### src/rtl/bootLoaderPkg.sv
package bootLoaderPkg;

  typedef enum logic [2:0] {
    ST_DECIDE,
    ST_ARB,
    ST_FETCH,
    ST_STORE,
    ST_RUN
  } loadState_e;

  typedef struct packed {
    logic takeCount;
    logic takeByte;
    logic stepAddr;
    logic pickRom;
  } ctrlStrobes_t;

endpackage

### src/rtl/bootLoaderCtrl.sv
module bootLoaderCtrl
  import bootLoaderPkg::*;
#(
  parameter int NUM_LINKS = 4,
  localparam int IDX_W = (NUM_LINKS > 1) ? $clog2(NUM_LINKS) : 1
) (
  input  logic                 clk,
  input  logic                 rstN,
  input  logic                 romBoot,
  input  logic [NUM_LINKS-1:0] linkValid,
  input  logic                 winnerByteZero,
  input  logic                 lastByte,
  input  logic                 memWrReady,
  input  logic [IDX_W-1:0]     selIdx,
  output ctrlStrobes_t         strobes,
  output logic [IDX_W-1:0]     winnerIdx,
  output logic [NUM_LINKS-1:0] linkReady,
  output logic                 memWrEn,
  output logic                 startValid
);

  loadState_e state, nextState;
  logic anyValid;

  // lowest-numbered valid link has priority
  always_comb begin
    winnerIdx = '0;
    for (int i = NUM_LINKS - 1; i >= 0; i--) begin
      if (linkValid[i]) winnerIdx = IDX_W'(i);
    end
  end

  assign anyValid = |linkValid;

  always_comb begin
    nextState = state;
    strobes   = '0;
    linkReady = '0;
    unique case (state)
      ST_DECIDE: begin
        if (romBoot) begin
          strobes.pickRom = 1'b1;
          nextState       = ST_RUN;
        end else begin
          nextState = ST_ARB;
        end
      end
      ST_ARB: begin
        if (anyValid) begin
          linkReady[winnerIdx] = 1'b1;
          strobes.takeCount    = 1'b1;
          nextState            = winnerByteZero ? ST_RUN : ST_FETCH;
        end
      end
      ST_FETCH: begin
        linkReady[selIdx] = 1'b1;
        if (linkValid[selIdx]) begin
          strobes.takeByte = 1'b1;
          nextState        = ST_STORE;
        end
      end
      ST_STORE: begin
        if (memWrReady) begin
          strobes.stepAddr = 1'b1;
          nextState        = lastByte ? ST_RUN : ST_FETCH;
        end
      end
      ST_RUN: nextState = ST_RUN;
      default: nextState = ST_DECIDE;
    endcase
  end

  always_ff @(posedge clk) begin
    if (!rstN) state <= ST_DECIDE;
    else       state <= nextState;
  end

  assign memWrEn    = (state == ST_STORE);
  assign startValid = (state == ST_RUN);

endmodule

### src/rtl/bootLoaderDatapath.sv
module bootLoaderDatapath
  import bootLoaderPkg::*;
#(
  parameter int          NUM_LINKS  = 4,
  parameter int          ADDR_W     = 32,
  parameter logic [31:0] LOAD_BASE  = 32'h8000_0048,
  parameter logic [31:0] ROM_ENTRY  = 32'h7FFF_FFFE,
  localparam int IDX_W = (NUM_LINKS > 1) ? $clog2(NUM_LINKS) : 1,
  localparam int DATA_W = 8 * NUM_LINKS
) (
  input  logic              clk,
  input  logic              rstN,
  input  ctrlStrobes_t      strobes,
  input  logic [IDX_W-1:0]  winnerIdx,
  input  logic [DATA_W-1:0] linkData,
  output logic [IDX_W-1:0]  selIdx,
  output logic              winnerByteZero,
  output logic              lastByte,
  output logic [ADDR_W-1:0] memAddr,
  output logic [7:0]        memData,
  output logic [ADDR_W-1:0] startAddr
);

  logic [7:0] linkByte [NUM_LINKS];
  logic [7:0] winnerByte, selByte;
  logic [7:0] remaining;
  logic [ADDR_W-1:0] addrReg;
  logic [7:0] dataReg;
  logic romSel;

  for (genvar g = 0; g < NUM_LINKS; g++) begin : g_split
    assign linkByte[g] = linkData[8*g +: 8];
  end

  assign winnerByte     = linkByte[winnerIdx];
  assign selByte        = linkByte[selIdx];
  assign winnerByteZero = (winnerByte == 8'd0);
  assign lastByte       = (remaining == 8'd1);

  always_ff @(posedge clk) begin
    if (!rstN) begin
      selIdx    <= '0;
      remaining <= '0;
      addrReg   <= ADDR_W'(LOAD_BASE);
      dataReg   <= '0;
      romSel    <= 1'b0;
    end else begin
      if (strobes.pickRom) romSel <= 1'b1;
      if (strobes.takeCount) begin
        selIdx    <= winnerIdx;
        remaining <= winnerByte;
      end
      if (strobes.takeByte) dataReg <= selByte;
      if (strobes.stepAddr) begin
        addrReg   <= addrReg + 1'b1;
        remaining <= remaining - 8'd1;
      end
    end
  end

  assign memAddr   = addrReg;
  assign memData   = dataReg;
  assign startAddr = romSel ? ADDR_W'(ROM_ENTRY) : ADDR_W'(LOAD_BASE);

endmodule

### src/rtl/linkBootLoader.sv
module linkBootLoader
  import bootLoaderPkg::*;
#(
  parameter int          NUM_LINKS = 4,
  parameter int          ADDR_W    = 32,
  parameter logic [31:0] LOAD_BASE = 32'h8000_0048,
  parameter logic [31:0] ROM_ENTRY = 32'h7FFF_FFFE
) (
  input  logic                   clk,
  input  logic                   rstN,
  input  logic                   romBoot,
  input  logic [NUM_LINKS-1:0]   linkValid,
  input  logic [8*NUM_LINKS-1:0] linkData,
  output logic [NUM_LINKS-1:0]   linkReady,
  output logic                   memWrEn,
  output logic [ADDR_W-1:0]      memAddr,
  output logic [7:0]             memData,
  input  logic                   memWrReady,
  output logic                   startValid,
  output logic [ADDR_W-1:0]      startAddr
);

  localparam int IDX_W = (NUM_LINKS > 1) ? $clog2(NUM_LINKS) : 1;

  ctrlStrobes_t     strobes;
  logic [IDX_W-1:0] winnerIdx, selIdx;
  logic             winnerByteZero, lastByte;

  bootLoaderCtrl #(.NUM_LINKS(NUM_LINKS)) i_ctrl (
    .clk(clk), .rstN(rstN), .romBoot(romBoot), .linkValid(linkValid),
    .winnerByteZero(winnerByteZero), .lastByte(lastByte),
    .memWrReady(memWrReady), .selIdx(selIdx), .strobes(strobes),
    .winnerIdx(winnerIdx), .linkReady(linkReady), .memWrEn(memWrEn),
    .startValid(startValid)
  );

  bootLoaderDatapath #(
    .NUM_LINKS(NUM_LINKS), .ADDR_W(ADDR_W),
    .LOAD_BASE(LOAD_BASE), .ROM_ENTRY(ROM_ENTRY)
  ) i_dp (
    .clk(clk), .rstN(rstN), .strobes(strobes), .winnerIdx(winnerIdx),
    .linkData(linkData), .selIdx(selIdx), .winnerByteZero(winnerByteZero),
    .lastByte(lastByte), .memAddr(memAddr), .memData(memData),
    .startAddr(startAddr)
  );

endmodule

### config.mk
export PLATFORM = sky130hd
export DESIGN_NAME = linkBootLoader
export DESIGN_NICKNAME = d
export VERILOG_FILES = /design/src/rtl/bootLoaderPkg.sv /design/src/rtl/bootLoaderCtrl.sv /design/src/rtl/bootLoaderDatapath.sv /design/src/rtl/linkBootLoader.sv
export SDC_FILE = /design/constraint.sdc
export NUM_CORES = 1
export LEC_CHECK = 0
export BUFFER_PORTS_ARGS = -buffer_cell sky130_fd_sc_hd__buf_2
export CORE_ASPECT_RATIO = 0.5
export CORE_MARGIN = 1
export CORE_UTILIZATION = 51
export CTS_BUF_LIST = sky130_fd_sc_hd__clkbuf_8 sky130_fd_sc_hd__clkbuf_16
export DETAILED_ROUTE_END_ITERATION = 12
export PLACE_DENSITY = 0.89
export SETUP_SLACK_MARGIN = 0.15
export SKIP_CTS_REPAIR_TIMING = 1
export SLEW_MARGIN = 0
export SYNTH_ARGS = -nofsm -noshare
export SYNTH_HDL_FRONTEND = slang
export SYNTH_SLANG_ARGS = --single-unit
### constraint.sdc
create_clock -name clk -period 2.8 [get_ports clk]
set_input_delay 0.7 -clock clk [delete_from_list [all_inputs] [get_ports clk]]
set_output_delay 0.7 -clock clk [all_outputs]
set_load 0.02 [all_outputs]
==> reports/qor.txt <==
Horiz. Die Dim = 117 um
Vias = 3,073
GRT busiest layer = met2
Seq/Total Area, Yosys = 31.8%
Max stage delay on crit path = 0.54 ns
Mean Syn Cell Area = 8.75 um2
clk buf depth = 2
crit start category = flip-flop
PD cells = 461 nW/um2
residual DRC count = 0
fin crit share = 88.2%
DP Wirelength = 5930 um
area share of the largest cell type after synthesis = 31.8%
GR Util met2 = 39.7%
Synth async-reset ratio = 0%
Area Overhead vs Synth = 16.5%
Max Cap Viol = 0
Synth warnings = 0
CP top delay family = simple AND/OR/NAND/NOR gates
Final Hold Fails = 0
Synth Register Bits = 54
vias in the first global route = 2,742
DIE HEIGHT = 59.7 um
DP Worst Slack = 0.295 ns
Core Footprint = 6230 um2
FMAX = 405 MHz
WL final = 7790 um
total chip power = 0.00182 W
Netlist Area Pre-Place = 3390 um2
largest cells by area after synthesis = dfxtp_1 (32%), buf_4 (6.9%), mux4_2 (6.0%)
routability-driven placement congestion ratio = 0.953
setup_tns = 0 ns
Synth Area in Simple Gates = 28.7%
Post-synth top cells = dfxtp_1 (54), buf_4 (31), nand2_1 (24)
# rows = 20
Worst path slowest cell = or3b_2
largest net degree at the start of global routing = 31
Post-synth EDFFs = 0
DR vias/cell = 5.54
starting density of the core = 54.5%
die area = 7010 um2
GR Layer Usage met1 = 30.0%
Max rail drop VDD = 251 uV
Clock Skew = 0.00248 ns
Worst-Skew Late Latency = 0.29 ns
Post-synth top flop = dfxtp_1
status = completed
n_diodes = 0
gr usage total = 23.0%
Synth Area in XOR/XNOR = 7.74%
RSZ-0062 raised after global routing = false
worst setup path class = flip-flop to output pin
Cells after Synth = 388
slew margin rel. = 53.8%
P_leak = 1.74 nW
Hold Crit Class = flip-flop to flip-flop
top-count cell post-synth = dfxtp_1
min Tclk post-route = 2.47 ns
Post-DRT Antenna Nets = 0
share of cells above drive strength 1 = 31.0%
routing usage on met3 = 5.06%
Top Ports = 118
number of port buffers = 114
global-route wire length before repair = 12,900 um
initial antenna violation count = 0
critical-path cell list = or3b_2 > o32ai_1 > buf_2
Final Max Tran Viols = 0
post-synthesis mux area share = 8.63%
Least-Margin Pin Slew = 0.687 ns
CTS tree = done
Final setup viols = 0
drt pass-1 iters = 4
synth unique cells = 55
fillers = 523
Nets = 510
Yosys top cell by area = dfxtp_1
compound-gate portion of the synthesized area = 11.5%
CP arrival = 1.77 ns
Overflow after GRT = 0
worst hold slack = 0.502 ns
largest family of logic cells by synthesized area = simple AND/OR/NAND/NOR gates
Post-Synth Adder-Cell Area = 1.11%
# clock sinks = 54
register area = 1080 um2
Worst EP required = 2.10 ns
CTS root buf = clkbuf_16
H-tree depth = 2
routed len/inst = 14.0 um
Multi-input gate area = 1970 um2
CP bufs+invs = 1
1st-iter DRT viols = 220
Setup crit end kind = output pin
crit-path max FO = 10
CTS buffer count = 5
fin worst setup slack = 0.330 ns
clock-pin slew on the worst setup and hold paths = 0.07 ns
==> per-stage QoR <==
stage | std cells | instance area [um2] | util (%)
global placement | 548 | 3810 | 61.2
floorplan | 389 | 3400 | -
finish | 555 | 3960 | 63.5
global route | 555 | 3960 | 63.5
CTS | 555 | 3960 | 63.5
detailed placement | 548 | 3810 | 61.2
==> layout make-up <==
type | instances | area share, %
sequential | 54 | 27.4
tap | 88 | 2.78
clock inverter | 2 | 0.380
timing repair buffer | 120 | 15.6
inverter | 10 | 0.949
multi-input combinational | 276 | 49.8
clock buffer | 5 | 3.16
==> tightest hold or removal path: stages (launching register included) <==
cell and delay, ns:
dfxtp_1 0.35, xor2_1 0.08, nand2_1 0.05
==> power breakdown <==
group	internal, W	switching (W)	leakage (nW)
Combinational	0.000156	0.000231	1.24
Clock	0.000327	0.000280	0.0619
Sequential	0.000791	0.0000406	0.437
==> layer usage <==
| metal | part of all wire (%) | up-vias |
|---|---|---|
| li1 | - | 1512 |
| met1 | 45 | 1445 |
| met2 | 47 | 107 |
| met3 | 7.1 | 9 |
| met4 | 1.2 | 0 |
| met5 | 0 | - |
==> final timing paths <==
path | slack, ns | end | startpoint | depth (start not counted)
worst min-delay path | 0.50 | i_dp.memAddr[31] | i_dp.memAddr[31] | 2
worst max register to register | 0.45 | i_dp.memAddr[27] | i_dp.memAddr[6] | 6
worst max-delay path | 0.33 | linkReady[3] | i_ctrl.state[0] | 3
worst min register to register | 0.50 | i_dp.memAddr[31] | i_dp.memAddr[31] | 2
==> state kept, by name, indices dropped and copies added, names as in the netlist <==
register / count
i_dp.selIdx: 2
i_dp.memAddr: 32
i_dp.remaining: 8
i_dp.romSel: 1
i_dp.memData: 8
i_ctrl.state: 3
==> cells in the final DEF, fill, tap and decap left out, drive strengths merged, types with 4 or more instances in the layout <==
master	n
buf	120
and3	4
o21ai	12
nand2b	9
mux4	9
a21oi	8
or4	6
xnor2	20
o22ai	10
a21boi	4
nor2b	18
dfxtp	54
nand2	24
mux2i	9
or3	5
nand4	10
and2	22
a211oi	8
clkbuf	5
inv	10
o21a	6
nor2	14
nor4	7
nor3	10
o211ai	4
nand3	17
xor2	10
==> cells by family after synthesis <==
| kind of cell | Yosys count |
|---|---|
| other cells | 2 |
| flops | 54 |
| xor+xnor | 30 |
| compound gates | 60 |
| buf+inv | 59 |
| simple gates | 162 |
| fa+ha+maj | 3 |
| mux | 18 |
No activity file was read; power rests on OpenSTA's default activity.
